<file path="config.mk">
export PLATFORM = sky130hd
export DESIGN_NAME = perf_ctr_bank
export DESIGN_NICKNAME = d
export VERILOG_FILES = /design/src/rtl/pcb_pkg.sv /design/src/rtl/pcb_counter.sv /design/src/rtl/pcb_irq.sv /design/src/rtl/perf_ctr_bank.sv
export SDC_FILE = /design/constraint.sdc
export NUM_CORES = 2
export LEC_CHECK = 0
export ABC_AREA = 0
export BUFFER_PORTS_ARGS = -buffer_cell sky130_fd_sc_hd__buf_4
export CAP_MARGIN = 0
export CORE_ASPECT_RATIO = 0.5
export CORE_MARGIN = 2
export CORE_UTILIZATION = 45
export DETAILED_ROUTE_END_ITERATION = 10
export HOLD_SLACK_MARGIN = 0.12
export RECOVER_POWER = 50
export SYNTH_ARGS = -nofsm -noshare
export SYNTH_HDL_FRONTEND = slang
export SYNTH_SLANG_ARGS = --single-unit
</file>
<file path="constraint.sdc">
create_clock -name clk_i -period 2.6 [get_ports clk_i]
set_input_delay 0.26 -clock clk_i [delete_from_list [all_inputs] [get_ports clk_i]]
set_output_delay 0.26 -clock clk_i [all_outputs]
set_load 0.05 [all_outputs]
</file>
<file path="src/rtl/pcb_pkg.sv">
package pcb_pkg;
  localparam int REG_AW = 4;
  localparam int COND_W = 8;

  typedef enum logic [REG_AW-1:0] {
    A_BUILD   = 4'd0,
    A_CTRL    = 4'd1,
    A_INDEX   = 4'd2,
    A_CNT_LO  = 4'd3,
    A_CNT_HI  = 4'd4,
    A_SNAP_LO = 4'd5,
    A_SNAP_HI = 4'd6,
    A_CFG     = 4'd7,
    A_THR_LO  = 4'd8,
    A_THR_HI  = 4'd9,
    A_IEN     = 4'd10,
    A_IACT    = 4'd11
  } reg_addr_e;

  // configuration word layout: [9] user only, [8] kernel only, [7:0] condition
  typedef struct packed {
    logic              user_only;
    logic              kern_only;
    logic [COND_W-1:0] cond;
  } cnt_cfg_t;
endpackage

</file>
<file path="src/rtl/pcb_counter.sv">
module pcb_counter
  import pcb_pkg::*;
#(
  parameter int CNT_W  = 48,
  parameter int NUM_EV = 16
) (
  input  logic              clk_i,
  input  logic              rst_i,
  input  logic              run_i,
  input  logic [NUM_EV-1:0] ev_i,
  input  logic              kern_i,
  input  logic              wr_lo_i,
  input  logic              wr_hi_i,
  input  logic              wr_cfg_i,
  input  logic              wr_tlo_i,
  input  logic              wr_thi_i,
  input  logic [31:0]       wdata_i,
  output logic [CNT_W-1:0]  cnt_o,
  output cnt_cfg_t          cfg_o,
  output logic [CNT_W-1:0]  thr_o,
  output logic              hit_o
);
  localparam int HI_W = CNT_W - 32;

  logic [CNT_W-1:0] cnt_q;
  logic [CNT_W-1:0] thr_q;
  cnt_cfg_t         cfg_q;
  logic             ev_sel;
  logic             mode_ok;
  logic             inc;
  logic             wr_any;

  always_comb begin
    ev_sel = 1'b0;
    for (int e = 0; e < NUM_EV; e++) begin
      if (cfg_q.cond == COND_W'(e)) ev_sel = ev_i[e];
    end
  end

  assign mode_ok = (!cfg_q.kern_only && !cfg_q.user_only) ||
                   (cfg_q.kern_only && kern_i) ||
                   (cfg_q.user_only && !kern_i);
  assign inc     = run_i && (cfg_q.cond != '0) && ev_sel && mode_ok;
  assign wr_any  = wr_lo_i || wr_hi_i;

  always_ff @(posedge clk_i) begin
    if (rst_i) begin
      cnt_q <= '0;
      thr_q <= '0;
      cfg_q <= '0;
    end else begin
      if (wr_lo_i)      cnt_q[31:0]       <= wdata_i;
      else if (wr_hi_i) cnt_q[CNT_W-1:32] <= wdata_i[HI_W-1:0];
      else if (inc)     cnt_q             <= cnt_q + 1'b1;
      if (wr_cfg_i)     cfg_q             <= cnt_cfg_t'(wdata_i[9:0]);
      if (wr_tlo_i)     thr_q[31:0]       <= wdata_i;
      if (wr_thi_i)     thr_q[CNT_W-1:32] <= wdata_i[HI_W-1:0];
    end
  end

  assign cnt_o = cnt_q;
  assign cfg_o = cfg_q;
  assign thr_o = thr_q;
  assign hit_o = (cnt_q == thr_q);

  // a counter moves by zero or one per cycle unless loaded
  a_r5_step_one: assert property (@(posedge clk_i) disable iff (rst_i)
    !wr_any |=> (cnt_q == $past(cnt_q)) || (cnt_q == $past(cnt_q) + 1'b1));
  // condition zero never counts
  a_r4_never_cond: assert property (@(posedge clk_i) disable iff (rst_i)
    (!wr_any && cfg_q.cond == '0) |=> cnt_q == $past(cnt_q));
  // global run bit clear freezes the counter
  a_r2_run_gate: assert property (@(posedge clk_i) disable iff (rst_i)
    (!wr_any && !run_i) |=> $stable(cnt_q));
endmodule

</file>
<file path="src/rtl/pcb_irq.sv">
module pcb_irq #(
  parameter int NUM_CNT = 4
) (
  input  logic               clk_i,
  input  logic               rst_i,
  input  logic [NUM_CNT-1:0] hit_i,
  input  logic               wr_en_i,
  input  logic               wr_act_i,
  input  logic [NUM_CNT-1:0] wbits_i,
  output logic [NUM_CNT-1:0] en_o,
  output logic [NUM_CNT-1:0] act_o,
  output logic               irq_o
);
  logic [NUM_CNT-1:0] en_q, act_q, en_d, act_d, set_v;
  logic               irq_q;

  assign set_v = en_q & hit_i;

  always_comb begin
    en_d  = en_q;
    act_d = act_q | set_v;
    if (wr_en_i) en_d = wbits_i;
    if (wr_act_i) begin
      act_d = act_d & ~wbits_i;
      en_d  = en_q & ~wbits_i;
    end
  end

  always_ff @(posedge clk_i) begin
    if (rst_i) begin
      en_q  <= '0;
      act_q <= '0;
      irq_q <= 1'b0;
    end else begin
      en_q  <= en_d;
      act_q <= act_d;
      irq_q <= |(act_d & en_d);
    end
  end

  assign en_o  = en_q;
  assign act_o = act_q;
  assign irq_o = irq_q;

  // a flag rises only while its counter was armed
  a_r9_set_needs_en: assert property (@(posedge clk_i) disable iff (rst_i)
    (act_q & ~$past(act_q) & ~$past(en_q)) == '0);
  // write-one clear drops both flag and enable
  a_r10_w1c_clears: assert property (@(posedge clk_i) disable iff (rst_i)
    wr_act_i |=> ((act_q | en_q) & $past(wbits_i)) == '0);
  // line follows active-and-enabled bits
  a_r11_irq_tracks: assert property (@(posedge clk_i) disable iff (rst_i)
    irq_q == |(act_q & en_q));
endmodule

</file>
<file path="src/rtl/perf_ctr_bank.sv">
module perf_ctr_bank
  import pcb_pkg::*;
#(
  parameter int NUM_CNT = 4,
  parameter int CNT_W   = 48,
  parameter int NUM_EV  = 16
) (
  input  logic              clk_i,
  input  logic              rst_i,
  input  logic              wr_en_i,
  input  logic              rd_en_i,
  input  logic [3:0]        addr_i,
  input  logic [31:0]       wdata_i,
  output logic [31:0]       rdata_o,
  input  logic [NUM_EV-1:0] ev_i,
  input  logic              priv_kernel_i,
  output logic              irq_o
);
  localparam int IDX_W  = $clog2(NUM_CNT);
  localparam int HI_W   = CNT_W - 32;
  localparam int SIZE_F = (CNT_W - 32) / 16;

  logic [7:0]       idx_q;
  logic             idx_ok;
  logic [IDX_W-1:0] sel;
  logic             run_q;
  logic [15:0]      upper_q;
  logic [CNT_W-1:0] snap_q;
  logic             snap_req;
  logic [31:0]      rd_d, rdata_q;

  logic [CNT_W-1:0]   cnt_a [NUM_CNT];
  logic [CNT_W-1:0]   thr_a [NUM_CNT];
  cnt_cfg_t           cfg_a [NUM_CNT];
  logic [NUM_CNT-1:0] hit_v, en_v, act_v;
  logic [CNT_W-1:0]   cnt_sel, thr_sel;
  cnt_cfg_t           cfg_sel;

  assign idx_ok   = idx_q < 8'(NUM_CNT);
  assign sel      = idx_q[IDX_W-1:0];
  assign snap_req = wr_en_i && (addr_i == A_CTRL) && wdata_i[1];

  for (genvar i = 0; i < NUM_CNT; i++) begin : g_cnt
    logic pick;
    assign pick = wr_en_i && idx_ok && (sel == IDX_W'(i));
    pcb_counter #(.CNT_W(CNT_W), .NUM_EV(NUM_EV)) u_cnt (
      .clk_i    (clk_i),
      .rst_i    (rst_i),
      .run_i    (run_q),
      .ev_i     (ev_i),
      .kern_i   (priv_kernel_i),
      .wr_lo_i  (pick && addr_i == A_CNT_LO),
      .wr_hi_i  (pick && addr_i == A_CNT_HI),
      .wr_cfg_i (pick && addr_i == A_CFG),
      .wr_tlo_i (pick && addr_i == A_THR_LO),
      .wr_thi_i (pick && addr_i == A_THR_HI),
      .wdata_i  (wdata_i),
      .cnt_o    (cnt_a[i]),
      .cfg_o    (cfg_a[i]),
      .thr_o    (thr_a[i]),
      .hit_o    (hit_v[i])
    );
  end

  pcb_irq #(.NUM_CNT(NUM_CNT)) u_irq (
    .clk_i    (clk_i),
    .rst_i    (rst_i),
    .hit_i    (hit_v),
    .wr_en_i  (wr_en_i && addr_i == A_IEN),
    .wr_act_i (wr_en_i && addr_i == A_IACT),
    .wbits_i  (wdata_i[NUM_CNT-1:0]),
    .en_o     (en_v),
    .act_o    (act_v),
    .irq_o    (irq_o)
  );

  always_comb begin
    cnt_sel = idx_ok ? cnt_a[sel] : '0;
    thr_sel = idx_ok ? thr_a[sel] : '0;
    cfg_sel = idx_ok ? cfg_a[sel] : '0;
  end

  always_ff @(posedge clk_i) begin
    if (rst_i) begin
      idx_q   <= '0;
      run_q   <= 1'b0;
      upper_q <= '0;
      snap_q  <= '0;
    end else if (wr_en_i) begin
      if (addr_i == A_INDEX) idx_q <= wdata_i[7:0];
      if (addr_i == A_CTRL) begin
        run_q   <= wdata_i[0];
        upper_q <= wdata_i[31:16];
      end
      if (snap_req) snap_q <= cnt_sel;
    end
  end

  always_comb begin
    rd_d = '0;
    case (addr_i)
      A_BUILD: begin
        rd_d[0]     = 1'b1;
        rd_d[1]     = 1'b1;
        rd_d[15:8]  = 8'(NUM_CNT);
        rd_d[19:16] = 4'(SIZE_F);
      end
      A_CTRL:    begin rd_d[31:16] = upper_q; rd_d[0] = run_q; end
      A_INDEX:   rd_d[7:0] = idx_q;
      A_CNT_LO:  rd_d = cnt_sel[31:0];
      A_CNT_HI:  rd_d[HI_W-1:0] = cnt_sel[CNT_W-1:32];
      A_SNAP_LO: rd_d = snap_q[31:0];
      A_SNAP_HI: rd_d[HI_W-1:0] = snap_q[CNT_W-1:32];
      A_CFG:     rd_d[9:0] = cfg_sel;
      A_THR_LO:  rd_d = thr_sel[31:0];
      A_THR_HI:  rd_d[HI_W-1:0] = thr_sel[CNT_W-1:32];
      A_IEN:     rd_d[NUM_CNT-1:0] = en_v;
      A_IACT:    rd_d[NUM_CNT-1:0] = act_v;
      default:   rd_d = '0;
    endcase
  end

  always_ff @(posedge clk_i) begin
    if (rst_i)        rdata_q <= '0;
    else if (rd_en_i) rdata_q <= rd_d;
  end

  assign rdata_o = rdata_q;

  // snapshot holds unless requested
  a_r3_snap_hold: assert property (@(posedge clk_i) disable iff (rst_i)
    !snap_req |=> $stable(snap_q));
  // read data holds without a read strobe
  a_r1_rdata_hold: assert property (@(posedge clk_i) disable iff (rst_i)
    !rd_en_i |=> $stable(rdata_q));
endmodule

</file>
==> flow_metrics.env <==
export IMPL_cts_max_level=2
export IMPL_design_area_um2=37700
export IMPL_whs_ns=0.162
export IMPL_cp_startpoint="addr_i[3]"
export IMPL_place_area_um2=35200
export IMPL_violations="setup timing"
export IMPL_drc=0
export IMPL_clock_sinks=538
export IMPL_rsz0062_at_grt="true"
export IMPL_antenna_found_initial=12
export IMPL_area_growth_pct=20.5
export IMPL_regArea_um2=10800
export IMPL_grt_ovfl_total=0
export IMPL_grt_usage_pct=43.5
export IMPL_endpoint_kind="flop"
export IMPL_layout_nets=4160
export IMPL_yosys_cell_types_count=97
export IMPL_hold_viol=0
export IMPL_seq_power_share_pct=44.9
export IMPL_core_area_um2=68800
export IMPL_synth_seq_cells=538
export IMPL_grt_max_degree=117
export IMPL_power_density_nw_per_um2=497
export IMPL_status="complete, but fails checks"
export IMPL_p_int_mw=13.6
export IMPL_worstMarginPinSlew_ns=0.985
export IMPL_cts_buffer_depth=3
export IMPL_ys_warnings_count=0
export IMPL_rows=68
export IMPL_cts_root_buf="clkbuf_16"
export IMPL_syn_avg_cell_area_um2=8.09
export IMPL_ys_flop_type="dfxtp_1"
export IMPL_fin_skew_ns=0.0485
export IMPL_cp_arrival_ns=3.13
export IMPL_max_slew_margin_rel_pct=33.7
export IMPL_slew_viol_final=0
export IMPL_grt_pass1_vias=29800
export IMPL_vdd_drop_max_v=0.000528
export IMPL_drv_cap=0
export IMPL_routedWlPerCell_um=32.0
export IMPL_r2r_start="g_cnt[1].u_cnt.cnt_o[17]"
export IMPL_die_area_um2=71700
export IMPL_path_clk_slew_ns=0.07
export IMPL_worstHoldStart="wdata_i[1]"
export IMPL_cts_tree="done"
export IMPL_cp_start_kind="input pin"
export IMPL_hpwl_mm=121
export IMPL_via_count=34400
export IMPL_synth_edf_count=0
export IMPL_worstSetupPathType="in2reg"
export IMPL_syn_num_nets=3925
export IMPL_first_pass_iters=8
export IMPL_clock_fmax_mhz=382
export IMPL_initial_core_util_pct=45.4
export IMPL_nFillCells=6382
export IMPL_drive_above_1_share_pct=19.3
export IMPL_finalWeightedCongestion=1.13
export IMPL_p_leak_nw=13.1
export IMPL_cts_buffers=54
export IMPL_synth_async_reset_ratio_pct=0
export IMPL_yosysSeqAreaShare_pct=34.5
export IMPL_cp_max_fo=17
export IMPL_wl_mm=162
export IMPL_finalCritPeriodShare_pct=101
export IMPL_io_pins=90
export IMPL_setup_slack_ns=-0.0161
export IMPL_chipHeight_um=190
export IMPL_p_comb_share_pct=9.3
export IMPL_grt_pass1_wl_mm=224
export IMPL_port_buffers=89
export IMPL_syn_area_um2=31200
export IMPL_swShare_pct=27.4
export IMPL_p_clk_share_pct=45.8
export IMPL_vias_per_cell=6.82
export IMPL_drt_antenna_violating_nets=0
export IMPL_die_w_um=377
export IMPL_period_minus_slack_ns=2.62
export IMPL_power_switching_mw=5.11
export IMPL_finalSetupViolCount=3
export IMPL_drt_iter0_drc=6344
export IMPL_crit_required_ns=3.12
export IMPL_clock_latency_ns=0.69
export IMPL_holdCritPathClass="in2reg"
export IMPL_multi_input_area_um2=19100
export IMPL_synth_cells=3860
==> layout by cell type, fill, tap and decap left out, types with 28 or more instances in the layout <==
| master | instances |
|---|---|
| a22oi_1 | 52 |
| a21oi_1 | 361 |
| mux4_2 | 109 |
| dlygate4sd3_1 | 36 |
| buf_12 | 37 |
| o21ai_0 | 67 |
| a31oi_1 | 36 |
| xnor2_1 | 158 |
| nor2_1 | 241 |
| nor4_1 | 63 |
| clkbuf_1 | 49 |
| a211oi_1 | 109 |
| dfxtp_1 | 517 |
| a22o_1 | 28 |
| clkbuf_16 | 56 |
| mux2i_1 | 41 |
| nand2_1 | 645 |
| buf_4 | 416 |
| a311oi_1 | 37 |
| nand4_1 | 98 |
| and3_1 | 59 |
| nand3_1 | 218 |
| nor3_1 | 58 |
| inv_1 | 50 |
| xor2_1 | 105 |
==> timing repair <==
action	CTS	global route
endpoints found under the setup margin	23	127
hold buffers	36	0
setup buffers	6	7
resized for setup	14	70
pin swaps	6	15
gates cloned	0	2
endpoints found under the hold margin	327	0
==> synth_stat cells, drive strengths merged, types with 12 or more instances <==
master / n / share of area [%]
nand2: 652 / 7.8
dfxtp: 538 / 34
a21oi: 363 / 5.8
clkbuf: 294 / 3.6
nor2: 246 / 3.0
nand3: 225 / 3.7
xnor2: 158 / 4.4
a211oi: 113 / 2.7
mux4: 110 / 7.9
xor2: 105 / 2.9
nand4: 99 / 2.0
nor4: 77 / 1.7
buf: 74 / 1.2
o21ai: 72 / 1.2
and3: 62 / 1.3
nor3: 61 / 0.99
a22oi: 53 / 1.3
inv: 50 / 0.60
a311oi: 43 / 1.2
mux2i: 41 / 1.3
a31oi: 37 / 0.74
a22o: 28 / 0.79
o211ai: 25 / 0.60
and2: 23 / 0.46
and4: 22 / 0.62
or3: 21 / 0.44
or4: 20 / 0.52
nor2b: 15 / 0.30
nand2b: 14 / 0.28
a221o: 12 / 0.38
a221oi: 12 / 0.34
nor3b: 12 / 0.29
o31ai: 12 / 0.29
==> sequential cells by signal, summed over array words and instances (netlist names), 8 cells and up <==
name / flops
upper_q: 16
rdata_o: 32
idx_q: 8
g_cnt.u_cnt.thr_o: 192
g_cnt.u_cnt.cfg_o: 40
snap_q: 48
g_cnt.u_cnt.cnt_o: 192
==> path summary, 6_finish.rpt <==
path / to / slack, ns / cells after the start
worst max register to register: g_cnt[1].u_cnt.cnt_o[35] / 0 / 10
worst min-delay path: g_cnt[1].u_cnt.thr_o[1] / 0.16 / 3
worst min register to register: snap_q[41] / 0.45 / 2
worst max-delay path: g_cnt[2].u_cnt.cnt_o[20] / -0.02 / 14
==> worst max-delay path, cell delays in order <==
cell	delay, ns
dlygate4sd3_1	0.53
clkbuf_1	0.17
inv_1	0.08
ha_1	0.20
buf_4	0.17
nand2_1	0.40
buf_4	0.21
nor2_1	0.08
buf_12	0.16
nor4_1	0.27
o21ai_0	0.15
buf_4	0.16
mux2i_1	0.16
o21ai_0	0.11
==> kinds of logic after synthesis <==
family / share of synthesized area [%]
muxes: 9.36
AOI/OAI and AO/OA: 18.4
buffers and inverters: 5.47
and+or+nand+nor: 24.6
xor gates and xnor gates: 7.37
adders and majority gates: 0.320
DFF: 34.5
==> metal layers <==
layer,GRT usage [%],share of wire (%),vias up
li1,-,-,14500
met1,60.6,40,16700
met2,54.9,37,2818
met3,26.0,20,378
met4,11.7,3.3,6
met5,0,0.028,-
==> layout make-up <==
class	instances	area share, %
Clock inverter	21	0.794
Inverter	51	0.508
Clock buffer	74	4.03
Tap cell	910	3.02
Antenna cell	3	0.0199
Sequential cell	538	28.7
Timing Repair Buffer	549	12.3
Multi-Input combinational cell	2901	50.7
==> power groups by stage <==
stage          combinational, mW  clock (mW)  sequential [mW]
6_report                    1.73        8.57             8.40
5_1_grt                     1.73        8.86             8.40
4_1_cts                     1.61        8.51             8.39
3_5_place_dp                1.56           0             8.58
3_3_place_gp                1.55           0             8.58
2_1_floorplan              0.723           0             8.61
==> per-stage QoR <==
stage	utilization (%)	power [mW]	instances	setup TNS [ns]	setup WS, ns
after floorplan	-	9.33	3860	0	0.0435
after global placement	51.2	10.1	4900	-0.771	-0.156
after detailed placement	51.2	10.1	4900	-1.27	-0.195
after CTS	54.5	18.5	5037	-0.0151	-0.0131
after global routing	54.7	19.0	5044	-0.372	-0.0376
final	54.7	18.7	5047	-0.0185	-0.0161
(Power assumes the default switching activity.)
